==> src/rtl/chg_pkg.sv <==
package chg_pkg;

  typedef enum logic [2:0] {
    ST_INIT  = 3'd0,
    ST_WAKE  = 3'd1,
    ST_FAST  = 3'd2,
    ST_FULL  = 3'd3,
    ST_TWAIT = 3'd4,
    ST_FAULT = 3'd5,
    ST_DRAIN = 3'd6,
    ST_EMPTY = 3'd7
  } chgState_t;

  // timer run strobes from control to datapath
  typedef struct packed {
    logic wakeRun;
    logic fastRun;
    logic totRun;
  } tmrStrobe_t;

  // compare and expiry flags from datapath to control
  typedef struct packed {
    logic fastStartHit;
    logic fullHit;
    logic termHit;
    logic rechargeHit;
    logic emptyHit;
    logic recoverHit;
    logic overV;
    logic overI;
    logic wakeTo;
    logic fastTo;
    logic totTo;
  } meterFlags_t;

endpackage

==> src/rtl/chg_meter.sv <==
module chg_meter
  import chg_pkg::*;
#(
  parameter int VW            = 12,
  parameter int IW            = 12,
  parameter int V_RAPID_START = 1800,
  parameter int V_FULL        = 2600,
  parameter int V_RECHARGE    = 2500,
  parameter int V_EMERG       = 2700,
  parameter int V_EMPTY       = 1500,
  parameter int V_RECOVER     = 1700,
  parameter int I_EMERG       = 1500,
  parameter int I_TERM        = 100,
  parameter int ACT_LIMIT     = 5400,
  parameter int RAPID_LIMIT   = 10800,
  parameter int TOTAL_LIMIT   = 14400
) (
  input  logic                 clk,
  input  logic                 rstN,
  input  logic                 tickSec,
  input  logic [VW-1:0]        vMin,
  input  logic [VW-1:0]        vMax,
  input  logic signed [IW-1:0] packCur,
  input  tmrStrobe_t           strobe,
  output meterFlags_t          flags
);

  localparam int MAXLIM0 = (ACT_LIMIT > RAPID_LIMIT) ? ACT_LIMIT : RAPID_LIMIT;
  localparam int MAXLIM  = (MAXLIM0 > TOTAL_LIMIT) ? MAXLIM0 : TOTAL_LIMIT;
  localparam int TW      = $clog2(MAXLIM + 1);
  localparam logic signed [IW-1:0] I_EMERG_C = IW'(I_EMERG);
  localparam logic signed [IW-1:0] I_TERM_C  = IW'(I_TERM);

  logic [2:0] runVec;
  logic [2:0] expired;

  assign runVec = {strobe.totRun, strobe.fastRun, strobe.wakeRun};

  // one saturating second counter per guard window
  for (genvar g = 0; g < 3; g++) begin : g_tmr
    localparam int LIM = (g == 0) ? ACT_LIMIT : (g == 1) ? RAPID_LIMIT : TOTAL_LIMIT;
    logic [TW-1:0] cnt;
    always_ff @(posedge clk or negedge rstN) begin
      if (!rstN)                        cnt <= '0;
      else if (!runVec[g])              cnt <= '0;
      else if (tickSec && !expired[g])  cnt <= cnt + 1'b1;
    end
    assign expired[g] = (cnt >= TW'(LIM));
  end

  always_comb begin
    flags.fastStartHit = (vMin >= VW'(V_RAPID_START));
    flags.fullHit      = (vMax >= VW'(V_FULL));
    flags.termHit      = (packCur < I_TERM_C);
    flags.rechargeHit  = (vMax < VW'(V_RECHARGE));
    flags.emptyHit     = (vMin <= VW'(V_EMPTY));
    flags.recoverHit   = (vMin >= VW'(V_RECOVER));
    flags.overV        = (vMax >= VW'(V_EMERG));
    flags.overI        = (packCur >= I_EMERG_C);
    flags.wakeTo       = expired[0];
    flags.fastTo       = expired[1];
    flags.totTo        = expired[2];
  end

endmodule

==> src/rtl/chg_fsm.sv <==
module chg_fsm
  import chg_pkg::*;
(
  input  logic        clk,
  input  logic        rstN,
  input  logic        extPower,
  input  logic        tChgRun,
  input  logic        tChgRestart,
  input  logic        tDchOk,
  input  meterFlags_t flags,
  output chgState_t   state,
  output logic        cvMode,
  output tmrStrobe_t  strobe
);

  chgState_t nextState;

  always_comb begin
    nextState = state;
    case (state)
      ST_INIT: begin
        if (!extPower)     nextState = ST_DRAIN;
        else if (!tDchOk)  nextState = ST_TWAIT;
        else               nextState = ST_WAKE;
      end
      ST_WAKE: begin
        if (!extPower)                      nextState = ST_DRAIN;
        else if (!tChgRun)                  nextState = ST_TWAIT;
        else if (flags.overV || flags.overI) nextState = ST_FAULT;
        else if (flags.wakeTo || flags.totTo) nextState = ST_FAULT;
        else if (flags.fastStartHit)        nextState = ST_FAST;
      end
      ST_FAST: begin
        if (!extPower)                      nextState = ST_DRAIN;
        else if (!tChgRun)                  nextState = ST_TWAIT;
        else if (flags.overV || flags.overI) nextState = ST_FAULT;
        else if (flags.fastTo || flags.totTo) nextState = ST_FAULT;
        else if (cvMode && flags.termHit)   nextState = ST_FULL;
      end
      ST_FULL: begin
        if (!extPower)               nextState = ST_DRAIN;
        else if (!tDchOk)            nextState = ST_TWAIT;
        else if (flags.rechargeHit)  nextState = ST_INIT;
      end
      ST_TWAIT: begin
        if (extPower) begin
          if (tChgRestart && tDchOk) nextState = ST_INIT;
        end else if (tDchOk) begin
          nextState = ST_DRAIN;
        end
      end
      ST_FAULT: begin
        if (!extPower) nextState = ST_DRAIN;
      end
      ST_DRAIN: begin
        if (extPower)             nextState = ST_INIT;
        else if (!tDchOk)         nextState = ST_TWAIT;
        else if (flags.emptyHit)  nextState = ST_EMPTY;
      end
      ST_EMPTY: begin
        if (extPower)              nextState = ST_INIT;
        else if (!tDchOk)          nextState = ST_TWAIT;
        else if (flags.recoverHit) nextState = ST_DRAIN;
      end
      default: nextState = ST_INIT;
    endcase
  end

  always_ff @(posedge clk or negedge rstN) begin
    if (!rstN) begin
      state  <= ST_INIT;
      cvMode <= 1'b0;
    end else begin
      state  <= nextState;
      cvMode <= (state == ST_FAST && nextState == ST_FAST) ? (cvMode | flags.fullHit) : 1'b0;
    end
  end

  always_comb begin
    strobe.wakeRun = (state == ST_WAKE);
    strobe.fastRun = (state == ST_FAST);
    strobe.totRun  = (state == ST_WAKE) || (state == ST_FAST);
  end

endmodule

==> src/rtl/chg_supervisor.sv <==
module chg_supervisor
  import chg_pkg::*;
#(
  parameter int VW            = 12,
  parameter int IW            = 12,
  parameter int V_RAPID_START = 1800,
  parameter int V_FULL        = 2600,
  parameter int V_RECHARGE    = 2500,
  parameter int V_EMERG       = 2700,
  parameter int V_EMPTY       = 1500,
  parameter int V_RECOVER     = 1700,
  parameter int I_EMERG       = 1500,
  parameter int I_TERM        = 100,
  parameter int ACT_LIMIT     = 5400,
  parameter int RAPID_LIMIT   = 10800,
  parameter int TOTAL_LIMIT   = 14400
) (
  input  logic                 clk,
  input  logic                 rstN,
  input  logic                 tickSec,
  input  logic [VW-1:0]        vMin,
  input  logic [VW-1:0]        vMax,
  input  logic signed [IW-1:0] packCur,
  input  logic                 extPower,
  input  logic                 tChgRun,
  input  logic                 tChgRestart,
  input  logic                 tDchOk,
  output logic [2:0]           stateCode,
  output logic [1:0]           iSel,
  output logic                 vHold,
  output logic                 chargeEn,
  output logic                 loadEn,
  output logic                 balRst,
  output logic                 ledGreen,
  output logic                 ledYellow
);

  tmrStrobe_t  strobe;
  meterFlags_t flags;
  chgState_t   state;
  logic        cvMode;

  chg_meter #(
    .VW(VW), .IW(IW), .V_RAPID_START(V_RAPID_START), .V_FULL(V_FULL),
    .V_RECHARGE(V_RECHARGE), .V_EMERG(V_EMERG), .V_EMPTY(V_EMPTY),
    .V_RECOVER(V_RECOVER), .I_EMERG(I_EMERG), .I_TERM(I_TERM),
    .ACT_LIMIT(ACT_LIMIT), .RAPID_LIMIT(RAPID_LIMIT), .TOTAL_LIMIT(TOTAL_LIMIT)
  ) u_meter (
    .clk(clk), .rstN(rstN), .tickSec(tickSec), .vMin(vMin), .vMax(vMax),
    .packCur(packCur), .strobe(strobe), .flags(flags)
  );

  chg_fsm u_fsm (
    .clk(clk), .rstN(rstN), .extPower(extPower), .tChgRun(tChgRun),
    .tChgRestart(tChgRestart), .tDchOk(tDchOk), .flags(flags),
    .state(state), .cvMode(cvMode), .strobe(strobe)
  );

  always_comb begin
    stateCode = state;
    vHold     = cvMode;
    iSel      = (state == ST_WAKE) ? 2'd1 : (state == ST_FAST) ? 2'd2 : 2'd0;
    chargeEn  = (state == ST_WAKE) || (state == ST_FAST);
    loadEn    = (state != ST_EMPTY) && (state != ST_TWAIT);
    balRst    = (state == ST_FAULT);
    ledGreen  = (state == ST_WAKE) || (state == ST_FAST) || (state == ST_FAULT);
    ledYellow = (state == ST_DRAIN) || (state == ST_EMPTY) || (state == ST_FAULT);
  end

endmodule

==> config.mk <==
export PLATFORM = sky130hd
export DESIGN_NAME = chg_supervisor
export DESIGN_NICKNAME = d
export VERILOG_FILES = /design/src/rtl/chg_pkg.sv /design/src/rtl/chg_meter.sv /design/src/rtl/chg_fsm.sv /design/src/rtl/chg_supervisor.sv
export SDC_FILE = /design/constraint.sdc
export NUM_CORES = 1
export LEC_CHECK = 0
export BUFFER_PORTS_ARGS = -buffer_cell sky130_fd_sc_hd__clkbuf_2
export CORE_ASPECT_RATIO = 1.5
export CORE_MARGIN = 4
export CORE_UTILIZATION = 47
export CTS_CLUSTER_SIZE = 8
export DETAILED_ROUTE_END_ITERATION = 7
export PLACE_DENSITY = 0.7
export SYNTH_ARGS = -nofsm -noshare
export SYNTH_HDL_FRONTEND = slang
export SYNTH_SLANG_ARGS = --single-unit
==> constraint.sdc <==
create_clock -name clk -period 3 [get_ports clk]
set_clock_uncertainty 0.2 [all_clocks]
set_input_delay 0.15 -clock clk [delete_from_list [all_inputs] [get_ports clk]]
set_output_delay 0.15 -clock clk [all_outputs]
set_load 0.03 [all_outputs]
==> results list <==
- Number of library cell types mapped by synthesis: 52
- The setup path with the least slack is of type reg2reg.
* Wire length of the first global-routing pass: 10500 um
- Fraction of final layout cells sized beyond drive strength 1: 0.191
* Effective utilization at floorplan: 0.495
* CTS Buf Count: 5
* Nets in the synthesized netlist: 362
- Met2 Resource Use GR: 0.334
- The cell area that synthesis handed to floorplanning was 0.00276 mm^2.
* Run status: completed
- TritonCTS built the clock tree.
- M3 GR Usage: 0.0207
- Average instance area after synthesis: 8.81 um^2
* Congestion Overflow GR: 0
- Counting every instance in the synthesized netlist gives 313.
- DR pass1 iterations: 4
- In the final layout, the multi-input gates occupy roughly 0.0015 mm^2.
- Shortest clock period the worst path allows after layout: 2.33 ns
- The min-delay analysis places its worst path in the category in2reg.
* Clock net sink count: 46
- Setup Total Neg Slack: 0 ns
* Buffer and inverter count on the worst path: 1
- Horizontal die dimension: 70.5 um
* Max FO, Critical Path: 12
- The max-slew violation count was 0.
- In the routed design, unresolved DRC markers number 0.
- Async set-or-reset flop fraction in the synthesized netlist: 1.00
- IR analysis of the VDD net gives a maximum drop of 0.496 mV.
- Total number of H-tree levels: 2
* Register bit total from synthesis: 46
- Via count: roughly 2500
- R2R setup slack: 0.67 ns
- Number of antenna violations at the first check in global routing: 0
* Core area: 0.00557 mm^2
- Per-cell via count in the routed design: approximately 5.7
* Commonest cells after routing, fill and taps aside: 49 x sky130_fd_sc_hd__clkbuf_2, 46 x sky130_fd_sc_hd__dfrtp_1, 38 x sky130_fd_sc_hd__nor2_1, 20 x sky130_fd_sc_hd__a21oi_1, 20 x sky130_fd_sc_hd__o21ai_0
- The largest single stage delay on the critical path is around 0.53 ns.
* Synth area leader: sky130_fd_sc_hd__dfrtp_1
* Transition at the pin with the smallest max-transition slack: 0.644 ns
- Number of warnings issued by yosys: 0
* Prevailing post-synth register cell: sky130_fd_sc_hd__dfrtp_1
- Once the clock tree was built, the setup fixing pass inserted 0 buffers.
- The final layout contains routed wiring with a total length of 5970 um.
- The layer flagged by global routing as most heavily used is met2.
- Leading cell type in the layout, fill and taps excluded: sky130_fd_sc_hd__clkbuf_2
* Count of endpoints failing hold in the final timing report: 0
- Largest net degree at the start of global routing: 25
- Total number of cells along the worst setup path: 8
* Post-detail-place hpwl: 4590 um
- Leak: about 1.4 nW
- In the global route stage, overall resource usage came out at 0.178.
* Number of buffer cells added on primary ports: 49
- Across the whole layout, storage elements account for ~0.0012 mm^2.
* Routed length per instance: 13.7 um
* Post-Route Hold Slack: 0.0338 ns
- The cell family contributing the most delay on the critical path is simple AND/OR/NAND/NOR gates.
* Cell row count: 33
- Ranked by total cell area, the synthesized netlist is headed by sky130_fd_sc_hd__dfrtp_1 42%, sky130_fd_sc_hd__nor2_1 5.2%, sky130_fd_sc_hd__xnor2_1 4.1%.
* Final-stage net count: 414
- Power spread over the standard cell area amounts to 505 mW/mm^2.
- The worst setup path is captured at a flop.
* Cell Chain, Critical Path: nor2b_1 -> nand2b_1 -> inv_1 -> o221ai_1 -> o31a_1 -> o21ai_1 -> or3_4 -> nor3_2
- The die covers 0.00718 mm^2.
- Max Cap Violations: 0
* Worst-case clock buffer depth: 2
- After clock tree synthesis, the clock-pin slew on the worst setup and hold paths is 0.08 ns.
* Vert. Die Dim: 102 um
* Antenna Diode Count: 0
- The via count of the first global-routing pass is 2411.
* Remaining antenna violation count after routing: 0
* Ratio of final minimum period to clock period: 0.776
* Final-layout fill cell count: 529
* Remaining max-slew budget at the tightest pin: 0.569
* Final setup fails: 0
- On the critical path, the stage with the largest delay is an instance of sky130_fd_sc_hd__dfrtp_1.
- Length in cells of the worst reg-to-reg path: 8
- For this run, global-route usage on met1 was measured as 0.209.
* Relative area change from synthesis to final layout: 16.2%
- Post-synthesis sequential area ratio: 0.417
* IO Count: 54
- After the first detailed-routing iteration, the DRC count stood at 61.
- Maximum clock frequency: 430 MHz
- Clock root buffer: sky130_fd_sc_hd__clkbuf_8
* Cell depth of the worst min-delay path: 3
- At the end of routability-driven placement, the weighted congestion stood at 0.822.
* Arrival @ worst endpoint: 2.34 ns
- Critical Path Source Type: flop
- Unrepaired setup endpoints after global routing: false
- Yosys top cell area share: 0.417
- Number of synthesized flops with an enable pin: 0
* Required time at the worst-slack endpoint: 3.01 ns
- The clock reaches the later pin of the worst-skew pair after 0.30 ns.
[path summary, 6_finish.rpt]
check | start | end
setup reg to reg | u_fsm.state[0] | u_fsm.cvMode
hold reg to reg | u_meter.g_tmr[2].cnt[13] | u_meter.g_tmr[2].cnt[13]
max in group asynchronous | rstN | u_fsm.state[1]
hold / removal | extPower | u_fsm.state[0]
setup / recovery | u_fsm.state[0] | u_fsm.cvMode
min in group asynchronous | rstN | u_meter.g_tmr[0].cnt[8]
[timing repair]
item | in CTS | in global routing
endpoints found under the setup margin | 0 | 0
hold endpoints to repair | 23 | 0
hold buffers | 2 | 0
gates resized for setup | 0 | 0
[worst min-delay path, cell delays in order]
cell and delay, ns:
sky130_fd_sc_hd__clkbuf_2 0.15, sky130_fd_sc_hd__nand2_1 0.10, sky130_fd_sc_hd__o22ai_1 0.07
[routing by layer]
metal | up-vias | wire (um)
li1 | 1232 | -
met1 | 1186 | 2420
met2 | 63 | 3230
met3 | 9 | 225
met4 | 0 | 93
met5 | - | 0
[power breakdown]
group / total, mW / internal, mW / leakage [nW] / switching (mW)
registers: 0.701 / 0.642 / 0.637 / 0.0590
logic: 0.465 / 0.161 / 0.672 / 0.304
clock network: 0.451 / 0.249 / 0.0524 / 0.202
total: 1.62 / 1.05 / 1.36 / 0.565
[cells in the mapped netlist (2+ instances only)]
library cell,instances
sky130_fd_sc_hd__a211oi_1,2
sky130_fd_sc_hd__a21oi_1,20
sky130_fd_sc_hd__a31oi_1,9
sky130_fd_sc_hd__a41o_1,2
sky130_fd_sc_hd__and2_1,2
sky130_fd_sc_hd__and3_1,6
sky130_fd_sc_hd__buf_2,2
sky130_fd_sc_hd__clkbuf_1,7
sky130_fd_sc_hd__dfrtp_1,46
sky130_fd_sc_hd__ha_1,6
sky130_fd_sc_hd__inv_1,17
sky130_fd_sc_hd__nand2_1,17
sky130_fd_sc_hd__nand2b_1,3
sky130_fd_sc_hd__nand3_1,14
sky130_fd_sc_hd__nand4_1,8
sky130_fd_sc_hd__nor2_1,38
sky130_fd_sc_hd__nor2b_1,6
sky130_fd_sc_hd__nor3_1,8
sky130_fd_sc_hd__nor4_1,4
sky130_fd_sc_hd__o211ai_1,2
sky130_fd_sc_hd__o21a_1,3
sky130_fd_sc_hd__o21ai_0,20
sky130_fd_sc_hd__o21ai_2,2
sky130_fd_sc_hd__o221ai_1,2
sky130_fd_sc_hd__o31a_1,2
sky130_fd_sc_hd__or3_1,15
sky130_fd_sc_hd__or4_1,2
sky130_fd_sc_hd__xnor2_1,13
sky130_fd_sc_hd__xor2_1,12
[cells by family after synthesis]
| logic type | count (synthesis) | synth area share |
|---|---|---|
| flip-flops | 46 | 0.417 |
| multiplexers | 1 | 0.00363 |
| AO/OA/AOI/OAI | 74 | 0.178 |
| adder cells (fa/ha/maj) | 6 | 0.0272 |
| XOR/XNOR | 25 | 0.0794 |
| AND/OR/NAND/NOR | 133 | 0.254 |
| buffers and inverters | 28 | 0.0404 |
[final cells by class]
type,instances,area share
sequential,46,0.359
timing repair buffer,55,0.0922
clock buffer,7,0.0238
inverter,18,0.0211
tap,70,0.0273
multi-input combinational,239,0.467
clock inverter,1,0.00938
[registers in the layout, indices dropped and copies added (netlist names)]
name,count
u_fsm.state,3
u_meter.g_tmr.cnt,42
u_fsm.cvMode,1
[stage by stage]
stage | instances | utilization | setup WS, ns | total power [mW] | cell area, um^2
after CTS | 436 | 0.575 | 0.655 | 1.63 | 3200
final | 436 | 0.575 | 0.672 | 1.62 | 3200
after global routing | 436 | 0.575 | 0.560 | 1.71 | 3200
after floorplan | 313 | - | 0.614 | 1.03 | 2760
after global placement | 426 | 0.552 | 0.687 | 1.17 | 3080
after detailed placement | 426 | 0.552 | 0.676 | 1.18 | 3080
Power figures use the tool's default switching activity.
